File: src/rtl/sio_pkg.sv
package sio_pkg;
    localparam int BYTE_W = 8;
    localparam int ADDR_W = 3;
    localparam int DIV_W  = 2 * BYTE_W;
    localparam int IER_W  = 4;
    localparam int ERR_W  = 3;

    typedef enum logic [ADDR_W-1:0] {
        A_DATA = 3'd0, A_IER = 3'd1, A_IDFC = 3'd2, A_LCTL = 3'd3,
        A_RSV4 = 3'd4, A_LSTS = 3'd5, A_RSV6 = 3'd6, A_SCR  = 3'd7
    } reg_addr_e;

    typedef enum logic [2:0] {
        ID_NONE = 3'b000,
        ID_THRE = 3'b001,
        ID_RXDA = 3'b010,
        ID_LINE = 3'b011
    } irq_id_e;

    typedef struct packed {
        logic [1:0] wlen;
        logic       stop2;
        logic       par_en;
        logic       par_even;
    } line_cfg_t;

    function automatic logic [BYTE_W-1:0] iir_byte(irq_id_e id, logic fen);
        return {fen, fen, 2'b00, id, (id == ID_NONE)};
    endfunction

    function automatic line_cfg_t decode_lcr(logic [BYTE_W-1:0] lcr);
        line_cfg_t c;
        c.wlen     = lcr[1:0];
        c.stop2    = lcr[2];
        c.par_en   = lcr[3];
        c.par_even = lcr[4];
        return c;
    endfunction
endpackage

File: src/rtl/sio_baud_gen.sv
module sio_baud_gen #(
    parameter int W = 16
) (
    input  logic         clk,
    input  logic         rst,
    input  logic [W-1:0] div,
    input  logic         restart,
    output logic         tick
);
    logic [W-1:0] cnt;

    always_ff @(posedge clk) begin
        if (rst || restart || div == '0) begin
            cnt  <= '0;
            tick <= 1'b0;
        end else if (cnt == div - W'(1)) begin
            cnt  <= '0;
            tick <= 1'b1;
        end else begin
            cnt  <= cnt + W'(1);
            tick <= 1'b0;
        end
    end
endmodule

File: src/rtl/sio_irq_ctrl.sv
module sio_irq_ctrl import sio_pkg::*; (
    input  logic    clk,
    input  logic    rst,
    input  logic [2:0] ier,
    input  logic    line_err,
    input  logic    rx_cause,
    input  logic    txf_empty,
    input  logic    thre_arm,
    input  logic    thr_wr,
    input  logic    iir_rd,
    output irq_id_e irq_id,
    output logic    irq
);
    logic thre_pend;
    logic tx_prev;

    always_comb begin
        if (ier[2] && line_err)       irq_id = ID_LINE;
        else if (ier[0] && rx_cause)  irq_id = ID_RXDA;
        else if (ier[1] && thre_pend) irq_id = ID_THRE;
        else                          irq_id = ID_NONE;
    end

    assign irq = (irq_id != ID_NONE);

    always_ff @(posedge clk) begin
        if (rst) begin
            thre_pend <= 1'b0;
            tx_prev   <= 1'b1;
        end else begin
            tx_prev <= txf_empty;
            if ((txf_empty && !tx_prev) || thre_arm)
                thre_pend <= 1'b1;
            else if (thr_wr || (iir_rd && irq_id == ID_THRE))
                thre_pend <= 1'b0;
        end
    end
endmodule

File: src/rtl/sio_regfile.sv
module sio_regfile import sio_pkg::*; (
    input  logic              clk,
    input  logic              rst,
    input  logic [ADDR_W-1:0] cpu_addr,
    input  logic              cpu_wr,
    input  logic              cpu_rd,
    input  logic [BYTE_W-1:0] cpu_wdata,
    output logic [BYTE_W-1:0] cpu_rdata,
    input  logic              rxf_empty,
    input  logic              rxf_full,
    input  logic [BYTE_W-1:0] rxf_rdata,
    output logic              rxf_pop,
    output logic              rxf_clr,
    input  logic              txf_empty,
    input  logic              txf_full,
    output logic              txf_push,
    output logic [BYTE_W-1:0] txf_wdata,
    output logic              txf_clr,
    input  logic              tx_idle,
    input  logic              rx_oerr,
    input  logic              rx_perr,
    input  logic              rx_ferr,
    output logic              fifo_en,
    output logic [1:0]        cfg_wlen,
    output logic              cfg_stop2,
    output logic              cfg_par_en,
    output logic              cfg_par_even,
    output logic              baud_tick16,
    output logic              irq
);
    logic [BYTE_W-1:0] lcr_q, scr_q, dll_q, dlm_q, lsr, rd_mux;
    logic [IER_W-1:0]  ier_q;
    logic [ERR_W-1:0]  err_q;
    logic              fen_q, dlab;
    logic              data_wr, ier_wr, div_wr, fcr_wr, lsr_rd, iir_rd, thre_arm;
    logic [DIV_W-1:0]  divisor;
    line_cfg_t         cfg;
    irq_id_e           irq_id;

    assign dlab     = lcr_q[7];
    assign data_wr  = cpu_wr && cpu_addr == A_DATA && !dlab;
    assign ier_wr   = cpu_wr && cpu_addr == A_IER && !dlab;
    assign div_wr   = cpu_wr && dlab && (cpu_addr == A_DATA || cpu_addr == A_IER);
    assign fcr_wr   = cpu_wr && cpu_addr == A_IDFC;
    assign lsr_rd   = cpu_rd && cpu_addr == A_LSTS;
    assign iir_rd   = cpu_rd && cpu_addr == A_IDFC;
    assign thre_arm = ier_wr && cpu_wdata[1] && !ier_q[1] && txf_empty;

    assign txf_push  = data_wr && !txf_full;
    assign txf_wdata = cpu_wdata;
    assign rxf_pop   = cpu_rd && cpu_addr == A_DATA && !dlab && !rxf_empty;

    assign divisor = {dlm_q, dll_q};
    assign cfg     = decode_lcr(lcr_q);
    assign cfg_wlen     = cfg.wlen;
    assign cfg_stop2    = cfg.stop2;
    assign cfg_par_en   = cfg.par_en;
    assign cfg_par_even = cfg.par_even;
    assign fifo_en      = fen_q;

    assign lsr = {1'b0, txf_empty && tx_idle, txf_empty, 1'b0, err_q, !rxf_empty};

    always_ff @(posedge clk) begin
        if (rst) begin
            lcr_q   <= '0;
            scr_q   <= '0;
            dll_q   <= '0;
            dlm_q   <= '0;
            ier_q   <= '0;
            fen_q   <= 1'b0;
            rxf_clr <= 1'b0;
            txf_clr <= 1'b0;
            err_q   <= '0;
        end else begin
            rxf_clr <= 1'b0;
            txf_clr <= 1'b0;
            if (cpu_wr) begin
                case (reg_addr_e'(cpu_addr))
                    A_DATA: if (dlab) dll_q <= cpu_wdata;
                    A_IER:  if (dlab) dlm_q <= cpu_wdata;
                            else      ier_q <= cpu_wdata[IER_W-1:0];
                    A_IDFC: begin
                        fen_q   <= cpu_wdata[0];
                        rxf_clr <= cpu_wdata[1] || (cpu_wdata[0] != fen_q);
                        txf_clr <= cpu_wdata[2] || (cpu_wdata[0] != fen_q);
                    end
                    A_LCTL: lcr_q <= cpu_wdata;
                    A_SCR:  scr_q <= cpu_wdata;
                    default: ;
                endcase
            end
            err_q <= (lsr_rd ? '0 : err_q) | {rx_ferr, rx_perr, rx_oerr};
        end
    end

    always_comb begin
        case (reg_addr_e'(cpu_addr))
            A_DATA:  rd_mux = dlab ? dll_q : rxf_rdata;
            A_IER:   rd_mux = dlab ? dlm_q : {{(BYTE_W-IER_W){1'b0}}, ier_q};
            A_IDFC:  rd_mux = iir_byte(irq_id, fen_q);
            A_LCTL:  rd_mux = lcr_q;
            A_LSTS:  rd_mux = lsr;
            A_SCR:   rd_mux = scr_q;
            default: rd_mux = '0;
        endcase
    end

    always_ff @(posedge clk) begin
        if (rst)         cpu_rdata <= '0;
        else if (cpu_rd) cpu_rdata <= rd_mux;
    end

    sio_baud_gen #(.W(DIV_W)) u_baud (
        .clk(clk), .rst(rst), .div(divisor), .restart(div_wr), .tick(baud_tick16)
    );

    sio_irq_ctrl u_irq (
        .clk(clk), .rst(rst), .ier(ier_q[2:0]), .line_err(|err_q),
        .rx_cause(fen_q ? rxf_full : !rxf_empty), .txf_empty(txf_empty),
        .thre_arm(thre_arm), .thr_wr(data_wr), .iir_rd(iir_rd),
        .irq_id(irq_id), .irq(irq)
    );
endmodule

File: config.mk
export PLATFORM = sky130hd
export DESIGN_NAME = sio_regfile
export DESIGN_NICKNAME = d
export VERILOG_FILES = /design/src/rtl/sio_pkg.sv /design/src/rtl/sio_baud_gen.sv /design/src/rtl/sio_irq_ctrl.sv /design/src/rtl/sio_regfile.sv
export SDC_FILE = /design/constraint.sdc
export NUM_CORES = 1
export LEC_CHECK = 0
export BUFFER_PORTS_ARGS = -buffer_cell sky130_fd_sc_hd__buf_2
export CORE_UTILIZATION = 35
export DETAILED_ROUTE_END_ITERATION = 16
export SYNTH_ARGS = -nofsm -noshare
export SYNTH_HDL_FRONTEND = slang
export SYNTH_SLANG_ARGS = --single-unit
File: constraint.sdc
create_clock -name clk -period 2.5 [get_ports clk]
set_input_delay 0.375 -clock clk [delete_from_list [all_inputs] [get_ports clk]]
set_output_delay 0.375 -clock clk [all_outputs]
set_load 0.005 [all_outputs]
==> reports/results.ini, run 1 <==
[worst_setup_path]
crit_arrival_ps=2580
crit_family=simple AND/OR/NAND/NOR gates
crit_buf_inv=2
crit_chain=inv_1 -> ha_2 -> xor2_1 -> o211ai_1 -> nor4_2 -> nand4_1 -> a2111oi_4 -> buf_6 -> nor3_1
rrSetupSlack_ps=140
max_stage_delay_ps=380
crit_fanout=16
slowest_stage=dfxtp_2
reg2reg_depth=9
r2r_end=u_baud.cnt[6]
crit_path_end_kind=flop
r2r_start=dll_q[1]
required_ps=2720
cp-start-kind=flop
path_class=flop to flop

[clock_network]
cts_tree=built
cts_sinks=69
clkSlewWorstSetupHoldPaths_ps=80
clockRootBuffer=clkbuf_8
ctsHoldBuffers=0
clk_latency_ps=360
cts_max_level=3
cts_buffer_depth=2
cts_buffers=9
post_cts_buffers=0

[die]
pin_count=59
die_w_um=107.2
design.die.area_sq_um=11500
initial_core_util_pct=35.91
rows=38
die_h_um=107.2
coreArea_sq_um=10790

[power]
p_leak_nw=1.785
vdd_drop_max_mv=0.2717
intPower_mw=1.855
pwr-share-clk_pct=46.6
p_comb_share_pct=7.6
p_per_area_nw_per_um2=546.6
p_sw_uw=607.4
switching_share_pct=24.67
p_total_mw=2.463
pwr-share-seq_pct=45.9

[outcome]
status=finished clean

[logic_synthesis]
synth_cell_types=59
synth.avg_cell_area_sq_um=8.092
syn_inst=479
synth-edff-count=0
ys.warnings.count=0
netlist_area_sq_um=3876
syn_nets=512
yosysSeqAreaShare_pct=35.64
synth_flop_cell=dfxtp_1
async_flop_share_pct=0
synth_seq_cells=69

[sta]
fmax_mhz=423.7
worst_slack_ps=139.6
worst_clock_skew_ps=10.95
final.setup.tns_ps=0
finalCriticalPeriod_ps=2360
period_share_pct=94.41
relSlewSlack_pct=59.85
finalMaxSlewViolations=0
finalSetupViolCount=0
worstMarginPinSlew_ps=600.1
hold_slack_ps=235.0
hold_viol=0

[route]
post_drt_wl_per_cell_um=16.83
drc=0
drtIter0Drc=272
drt_pass1_iterations=6
postRouteAntennaNets=0
vias_per_cell=5.403
routed_wl_mm=11.23
num_vias=3604

[layout]
diodes=0
layout.cells.non_filler=667
final_core_util_pct=41.75
final_nets=555
fill_cells=1071
syn2layout_area_growth_pct=16.24
drive_gt1_share_pct=20.49
final_area_sq_um=4506

[placement]
dpl_cell_area_sq_um=4240
placed_cells=651
pre_cts_ws_ps=8.932
dp_hpwl_mm=8.170
gp_congestion=0.8753
port_buffers=58

[grt]
grt_pass1_wl_mm=17.86
gr-total-overflow=0
antenna_found_initial=0
grt_max_degree=52
grt_pass1_vias=3284
track_usage_pct=20.36

[run]
max-cap-violations=0

[min_path]
hold_depth=3
hold_end=err_q[2]
timing.hold.worst.start=rx_ferr
hold_path_class=input pin to flop

-- registers in the layout, indices dropped and copies added, names as in the netlist, 3 cells and up --
signal,cells
cpu_rdata,8
dll_q,8
ier_q,4
dlm_q,8
scr_q,8
err_q,3
lcr_q,8
u_baud.cnt,16
-- cell type report --
cell class	instances	area [sq um]	area share (%)
Multi-Input combinational cell	361	2267	50.32
Sequential cell	69	1383	30.69
Timing Repair Buffer	73	406.6	9.025
Tap cell	140	175.2	3.888
Clock buffer	9	123.9	2.749
Clock inverter	7	120.1	2.666
Inverter	8	30.03	0.6665
-- what timing repair did --
action / in CTS / in global routing
gates cloned: 0 / 0
endpoints found under the setup margin: 6 / 17
pin swaps: 0 / 1
resized for setup: 1 / 5
-- power groups by stage --
| stage | Combinational (mW) | Clock (mW) | Sequential, mW |
|---|---|---|---|
| 5_1_grt | 0.203 | 1.22 | 1.13 |
| 3_3_place_gp | 0.184 | 0 | 1.15 |
| 6_report | 0.186 | 1.15 | 1.13 |
| 2_1_floorplan | 0.113 | 0 | 1.15 |
| 4_1_cts | 0.185 | 1.17 | 1.13 |
| 3_5_place_dp | 0.184 | 0 | 1.16 |
-- routing by layer --
metal / up-vias / track usage (%) / wire (um)
met1: 1709 / 28.63 / 5328
met5: - / 0 / 0
li1: 1763 / - / -
met3: 11 / 4.255 / 619
met4: 0 / 6.067 / 155
met2: 121 / 31.06 / 5122
-- logic make-up (layout without fill, tap and decap cells) --
logic type / after synthesis / after routing / synth area share, %
XOR/XNOR: 30 / 30 / 6.779
multiplexers: 35 / 35 / 9.877
flip-flops: 69 / 69 / 35.64
AND/OR/NAND/NOR: 204 / 204 / 25.66
buffers and inverters: 49 / 97 / 6.294
AO/OA/AOI/OAI: 90 / 90 / 15.11
adder cells (fa/ha/maj): 2 / 2 / 0.6455
-- cell usage in the layout (no fill, tap or decap), drive strengths merged, types with 3 or more instances in the layout --
cell / synthesis / routed
nand3: 13 / 13
clkbuf: 23 / 9
nor4: 8 / 8
dfxtp: 69 / 69
buf: 18 / 73
bufinv: 0 / 3
nand2: 59 / 59
nor3b: 5 / 5
nand4: 7 / 7
nor2: 57 / 57
nor2b: 3 / 3
inv: 8 / 10
xnor2: 20 / 20
o211ai: 5 / 5
nor3: 23 / 23
a22o: 3 / 3
o21ai: 11 / 11
nand3b: 4 / 4
a31oi: 6 / 6
and3: 7 / 7
mux2: 6 / 6
a21oi: 40 / 40
mux2i: 27 / 27
xor2: 10 / 10
a22oi: 3 / 3
nand2b: 7 / 7
-- cell usage after synthesis (7+ instances only) --
master,n,share of area [%]
xor2_1,10,2.3
nor3_1,23,3.0
clkbuf_1,22,2.1
o21ai_0,10,1.3
a21oi_1,40,5.2
nand2b_1,7,1.1
xnor2_1,20,4.5
nand3_1,13,1.7
mux2i_1,27,7.0
inv_1,8,0.77
buf_4,11,2.1
dfxtp_1,69,36
nand4_1,7,1.1
nor2_1,57,5.5
and3_1,7,1.1
nand2_1,59,5.7
-- worst max-delay path by stage --
stage                     end  depth (start not counted)      from
5_1_grt         u_baud.cnt[6]                          9  dll_q[1]
3_5_place_dp   u_baud.cnt[14]                          9  dll_q[1]
2_1_floorplan  u_baud.cnt[10]                         10  dll_q[0]
3_3_place_gp    u_baud.cnt[5]                          7  dlm_q[1]
6_report        u_baud.cnt[6]                          9  dll_q[1]
4_1_cts         u_baud.cnt[6]                          9  dll_q[1]
-- worst register-to-register path: cells and delay by family (launching register included) --
family	cells	cell delay [ps]
compound gates	2	530
xor+xnor	1	160
fa+ha+maj	1	310
buf+inv	2	280
flops	1	380
simple gates	3	580
Note: power is estimated with default switching activity, not from simulation.
==> inputs of run 2 (changes only) <==
REMOVE_ABC_BUFFERS = 1   (was unset)
==> reports/results.ini, run 2 (synthesized netlist as in run 1, its figures left out) <==
[sta]
relSlewSlack_pct=64.03  ; was 59.85%
hold_viol=0  ; unchanged
worst_clock_skew_ps=10.69  ; was 10.95 ps
finalSetupViolCount=0  ; unchanged
fmax_mhz=429.2  ; was 423.7 MHz
finalMaxSlewViolations=0  ; unchanged
period_share_pct=93.19  ; was 94.41%
finalCriticalPeriod_ps=2330  ; was 2360 ps
hold_slack_ps=229.8  ; was 235.0 ps
worstMarginPinSlew_ps=539.6  ; was 600.1 ps
rsz0062_at_grt=no

[placement]
placed_cells=660  ; was 651
dpl_cell_area_sq_um=4320  ; was 4240 sq um
dp_hpwl_mm=7.925  ; was 8.170 mm
port_buffers=58  ; unchanged
gp_congestion=0.9098  ; was 0.8753

[clock_network]
cts_max_level=3  ; unchanged
cts_resized=0  ; was 1
clkSlewWorstSetupHoldPaths_ps=80  ; about the same
clk_latency_ps=350  ; was 360 ps
post_cts_buffers=0  ; unchanged
cts_tree=built  ; unchanged
ctsHoldBuffers=0  ; unchanged
cts_buffer_depth=2  ; unchanged
cts_buffers=9  ; unchanged
clockRootBuffer=clkbuf_8  ; unchanged
cts_sinks=69  ; unchanged

[worst_setup_path]
crit_chain=inv_1 -> ha_1 -> nor2b_1 -> and4b_2 -> mux2i_1 -> nand3b_1 -> a2111oi_4 -> buf_12 -> nor3_1  ; was inv_1 -> ha_2 -> xor2_1 -> o211ai_1 -> nor4_2 -> nand4_1 -> a2111oi_4 -> buf_6 -> nor3_1
crit_fanout=16  ; unchanged
required_ps=2740  ; was 2720 ps
cp-start-kind=flop  ; unchanged
crit_path_end_kind=flop  ; unchanged
crit_buf_inv=2  ; unchanged
crit_arrival_ps=2570  ; was 2580 ps
crit_family=simple AND/OR/NAND/NOR gates  ; unchanged
rrSetupSlack_ps=170  ; was 140 ps
slowest_stage=a2111oi_4  ; was dfxtp_2
path_class=flop to flop  ; unchanged
max_stage_delay_ps=380  ; about the same

[die]
initial_core_util_pct=35.91  ; unchanged
coreArea_sq_um=10790  ; unchanged
rows=38  ; unchanged
design.die.area_sq_um=11500  ; unchanged
die_h_um=107.2  ; unchanged
pin_count=59  ; unchanged
die_w_um=107.2  ; unchanged

[power]
vdd_drop_max_mv=0.2307  ; was 0.2717 mV
p_leak_nw=1.790  ; was 1.785 nW
p_per_area_nw_per_um2=476.3  ; was 546.6 nW/um^2

[grt]
grt_max_degree=52  ; unchanged
grt_pass1_vias=3347  ; was 3284
grt_pass1_wl_mm=17.42  ; was 17.86 mm
track_usage_pct=19.80  ; was 20.36%
antenna_found_initial=0  ; unchanged
gr-total-overflow=0  ; unchanged

[layout]
layout.cells.non_filler=676  ; was 667
most-common-layout-cells=dfxtp_1, nand2_1, buf_2, nor2_1, a21oi_1  ; unchanged
syn2layout_area_growth_pct=15.91  ; was 16.24%
diodes=0  ; unchanged
final_nets=564  ; was 555
largest_reg_flops=16  ; unchanged
fill_cells=1079  ; was 1071
final_common_cell=dfxtp_1  ; unchanged
drive_gt1_share_pct=21.08  ; was 20.49%
max_flop_register=u_baud.cnt  ; unchanged
final_area_sq_um=4493  ; was 4506 sq um

[route]
drc=1  ; was 0
num_vias=3608  ; was 3604
postRouteAntennaNets=0  ; unchanged
post_drt_wl_per_cell_um=15.68  ; was 16.83 um
vias_per_cell=5.337  ; was 5.403
routed_wl_mm=10.60  ; was 11.23 mm
drt_pass1_iterations=11  ; was 6
drtIter0Drc=238  ; was 272

[run]
max-cap-violations=0  ; unchanged

[outcome]
violations=design-rule violations
status=finished, violations left  ; was finished clean

[min_path]
hold_path_class=input pin to flop  ; unchanged

## run 2: changes by cell type in the layout (fill, tap and decap cells not counted), sizes merged
cell	previous run	this run
buf	73	82
bufinv	3	0
clkinv	1	4
## run 2: path summary, 6_finish.rpt
check,from,endpoint,cells after the start
max,dll_q[0],u_baud.cnt[14],9
min,rx_oerr,err_q[0],3
max reg2reg,dll_q[0],u_baud.cnt[14],9
min reg2reg,scr_q[3],scr_q[3],2
## run 2: layer usage
layer	share of wire, %	track usage (%)	vias to the layer above
li1	-	-	1773
met1	47	27.99	1694
met2	46	29.77	121
met3	5.5	3.708	20
met4	2.0	7.241	0
met5	0	0	-
## run 2: worst register-to-register path, delay by kind of cell (launching register included)
family / cells / cell delay, ps
multiplexers: 1 / 240
adder cells (fa/ha/maj): 1 / 220
AND/OR/NAND/NOR: 4 / 820
AO/OA/AOI/OAI: 1 / 380
flip-flops: 1 / 310
buffers and inverters: 2 / 260
## run 2: power by group
| part | total [mW] | internal (mW) | switching (mW) |
|---|---|---|---|
| sequential | 1.13 | 1.12 | 0.0121 |
| clock | 0.824 | 0.363 | 0.461 |
| combinational | 0.188 | 0.0753 | 0.113 |
## run 2: cell type report
class                           count  area (sq um)  area share [%]
Clock buffer                        9         123.9           2.757
Clock inverter                      7         48.80           1.086
Inverter                            8         30.03          0.6683
Multi-Input combinational cell    361          2251           50.10
Sequential cell                    69          1381           30.74
Tap cell                          140         175.2           3.899
Timing Repair Buffer               82         483.0           10.75
## run 2: per-stage QoR
stage | power, mW | setup slack [ps] | setup TNS (ps) | util (%)
6_report | 2.140 | 170.3 | 0 | 41.63
5_1_grt | 2.245 | 3.556 | 0 | 41.63
4_1_cts | 2.169 | 171.9 | 0 | 41.63
3_5_place_dp | 1.341 | 229.8 | 0 | 40.03
3_3_place_gp | 1.339 | 275.5 | 0 | 40.03
2_1_floorplan | 1.225 | -15.59 | -206.7 | -
==> inputs of run 3 (changes only) <==
CORE_ASPECT_RATIO = 0.5   (was unset)
clock period = 2.6 ns   (was 2.5 ns; I/O delays follow)
==> reports/results.ini, run 3 (synthesized netlist as in run 1, its figures left out) <==
[die]
coreArea_sq_um=10480  ; was 10790 sq um
initial_core_util_pct=37.00  ; was 35.91%
pin_count=59  ; unchanged
die_w_um=150.8  ; was 107.2 um
rows=26  ; was 38
design.die.area_sq_um=11530  ; was 11500 sq um
die_h_um=76.42  ; was 107.2 um

[worst_setup_path]
required_ps=2800  ; was 2740 ps
crit_path_end_kind=flop  ; unchanged
crit_arrival_ps=2590  ; was 2570 ps
path_class=flop to flop  ; unchanged
crit_fanout=16  ; unchanged
cp-start-kind=flop  ; unchanged

[route]
highest_layer=met4  ; unchanged
wl_met2_mm=4.836  ; was 4.858 mm
postRouteAntennaNets=0  ; unchanged
vias_per_cell=5.319  ; was 5.337
post_drt_wl_per_cell_um=16.38  ; was 15.68 um
met3_length_um=479  ; was 580 um
drc=0  ; was 1
drtIter0Drc=317  ; was 238
routed_wl_mm=10.84  ; was 10.60 mm
num_vias=3521  ; was 3608
drt_pass1_iterations=6  ; was 11
drt-met1-wl_mm=5.330  ; was 4.941 mm

[clock_network]
cts_buffer_depth=2  ; unchanged
cts_buffers=9  ; unchanged
clk_latency_ps=350  ; about the same
cts_max_level=3  ; unchanged
cts_tree=built  ; unchanged
cts_sinks=69  ; unchanged
post_cts_buffers=0  ; unchanged
clkSlewWorstSetupHoldPaths_ps=60  ; was 80 ps
clockRootBuffer=clkbuf_16  ; was clkbuf_8

[power]
p_total_mw=2.467  ; was 2.140 mW
p_leak_nw=1.770  ; was 1.790 nW
p_comb_share_pct=7.2  ; was 8.8%
p_per_area_nw_per_um2=548.0  ; was 476.3 nW/um^2
vdd_drop_max_mv=0.2568  ; was 0.2307 mV
pwr-share-clk_pct=48.7  ; was 38.5%
p_sw_uw=637.6  ; was 586.4 uW
intPower_mw=1.830  ; was 1.554 mW
pwr-share-seq_pct=44.1  ; was 52.7%
switching_share_pct=25.84  ; was 27.40%

[grt]
grt_pass1_vias=3423  ; was 3347
grt_max_degree=52  ; unchanged
grt_pass1_wl_mm=17.80  ; was 17.42 mm
track_usage_pct=20.25  ; was 19.80%
antenna_found_initial=0  ; unchanged
gr-total-overflow=0  ; unchanged

[sta]
relSlewSlack_pct=59.29  ; was 64.03%
final.setup.tns_ps=0  ; unchanged
worst_clock_skew_ps=13.24  ; was 10.69 ps
finalSetupViolCount=0  ; unchanged
period_share_pct=91.81  ; was 93.19%
hold_viol=0  ; unchanged
hold_slack_ps=247.1  ; was 229.8 ps
finalCriticalPeriod_ps=2387  ; was 2330 ps
finalMaxSlewViolations=0  ; unchanged
fmax_mhz=418.9  ; was 429.2 MHz
worstMarginPinSlew_ps=609.9  ; was 539.6 ps

[layout]
syn2layout_area_growth_pct=16.14  ; was 15.91%
multiInputGateArea_sq_um=2256  ; was 2251 sq um
seqCellArea_sq_um=1381  ; unchanged
final_area_sq_um=4502  ; was 4493 sq um
largest_reg_flops=16  ; unchanged
final_common_cell=dfxtp_1  ; unchanged
final_core_util_pct=42.98  ; was 41.63%
final_nets=550  ; was 564
max_flop_register=u_baud.cnt  ; unchanged
diodes=0  ; unchanged
fill_cells=1094  ; was 1079
most-common-layout-cells=dfxtp_1, nand2_1, buf_2, nor2_1, a21oi_1  ; unchanged
drive_gt1_share_pct=19.35  ; was 21.08%

[placement]
port_buffers=58  ; unchanged
dp_hpwl_mm=7.863  ; was 7.925 mm
dpl_cell_area_sq_um=4203  ; was 4320 sq um
gp_congestion=0.8525  ; was 0.9098

[min_path]
hold_path_class=input pin to flop  ; unchanged

[run]
max-cap-violations=0  ; unchanged

[outcome]
status=finished clean  ; was finished, violations left

-- run 3: cell types whose count changed in the layout (fill, tap and decap cells not counted), moves of 2 or more --
cell / delta
clkinv_2: -3
inv_6: +2
buf_4: -14
clkbuf_8: -8
clkbuf_16: +9
-- run 3: cell type report --
type	instances	share of cell area, %
sequential	69	30.68
tap	140	3.891
inverter	8	0.6670
multi-input combinational	361	50.11
timing repair buffer	68	8.199
clock buffer	10	5.308
clock inverter	6	1.140
-- run 3: stage by stage --
step                instances  setup WS [ps]
floorplan                 438          84.41
global placement          646          181.2
detailed placement        646          66.29
CTS                       662          59.85
global route              662         -6.234
finish                    662          212.9
-- run 3: what timing repair did --
action                                 in CTS  in global routing
hold buffers                                0                  0
endpoints found under the hold margin       0                  0
setup endpoints to repair                   0                 16
resized for setup                           0                  3
-- run 3: worst max-delay path: stages, from the launching register on --
cell       delay, ps
dfxtp_1          430
inv_1            100
ha_2             330
xor2_1           140
o211ai_1         140
nor4_1           300
nand4_1          180
a2111oi_4        350
buf_6            220
nor3_1            70
-- run 3: worst paths after layout --
check                           depth (start not counted)  slack [ps]            end  startpoint
worst max-delay path                                    9         210  u_baud.cnt[2]    dll_q[0]
worst min-delay path                                    3         250       err_q[2]     rx_ferr
worst max register to register                          9         210  u_baud.cnt[2]    dll_q[0]
worst min register to register                          2         460       scr_q[4]    scr_q[4]
-- run 3: power groups by stage --
stage | sequential, mW | combinational, mW | clock (mW)
5_1_grt | 1.09 | 0.196 | 1.27
2_1_floorplan | 1.11 | 0.0697 | 0
3_3_place_gp | 1.11 | 0.177 | 0
4_1_cts | 1.09 | 0.178 | 1.23
3_5_place_dp | 1.11 | 0.177 | 0
6_report | 1.09 | 0.178 | 1.20
-- run 3: per-layer routing --
metal / GRT usage [%] / vias to the layer above
li1: - / 1763
met3: 6.228 / 19
met4: 6.700 / 0
met5: 0 / -
met2: 31.10 / 77
met1: 26.74 / 1662
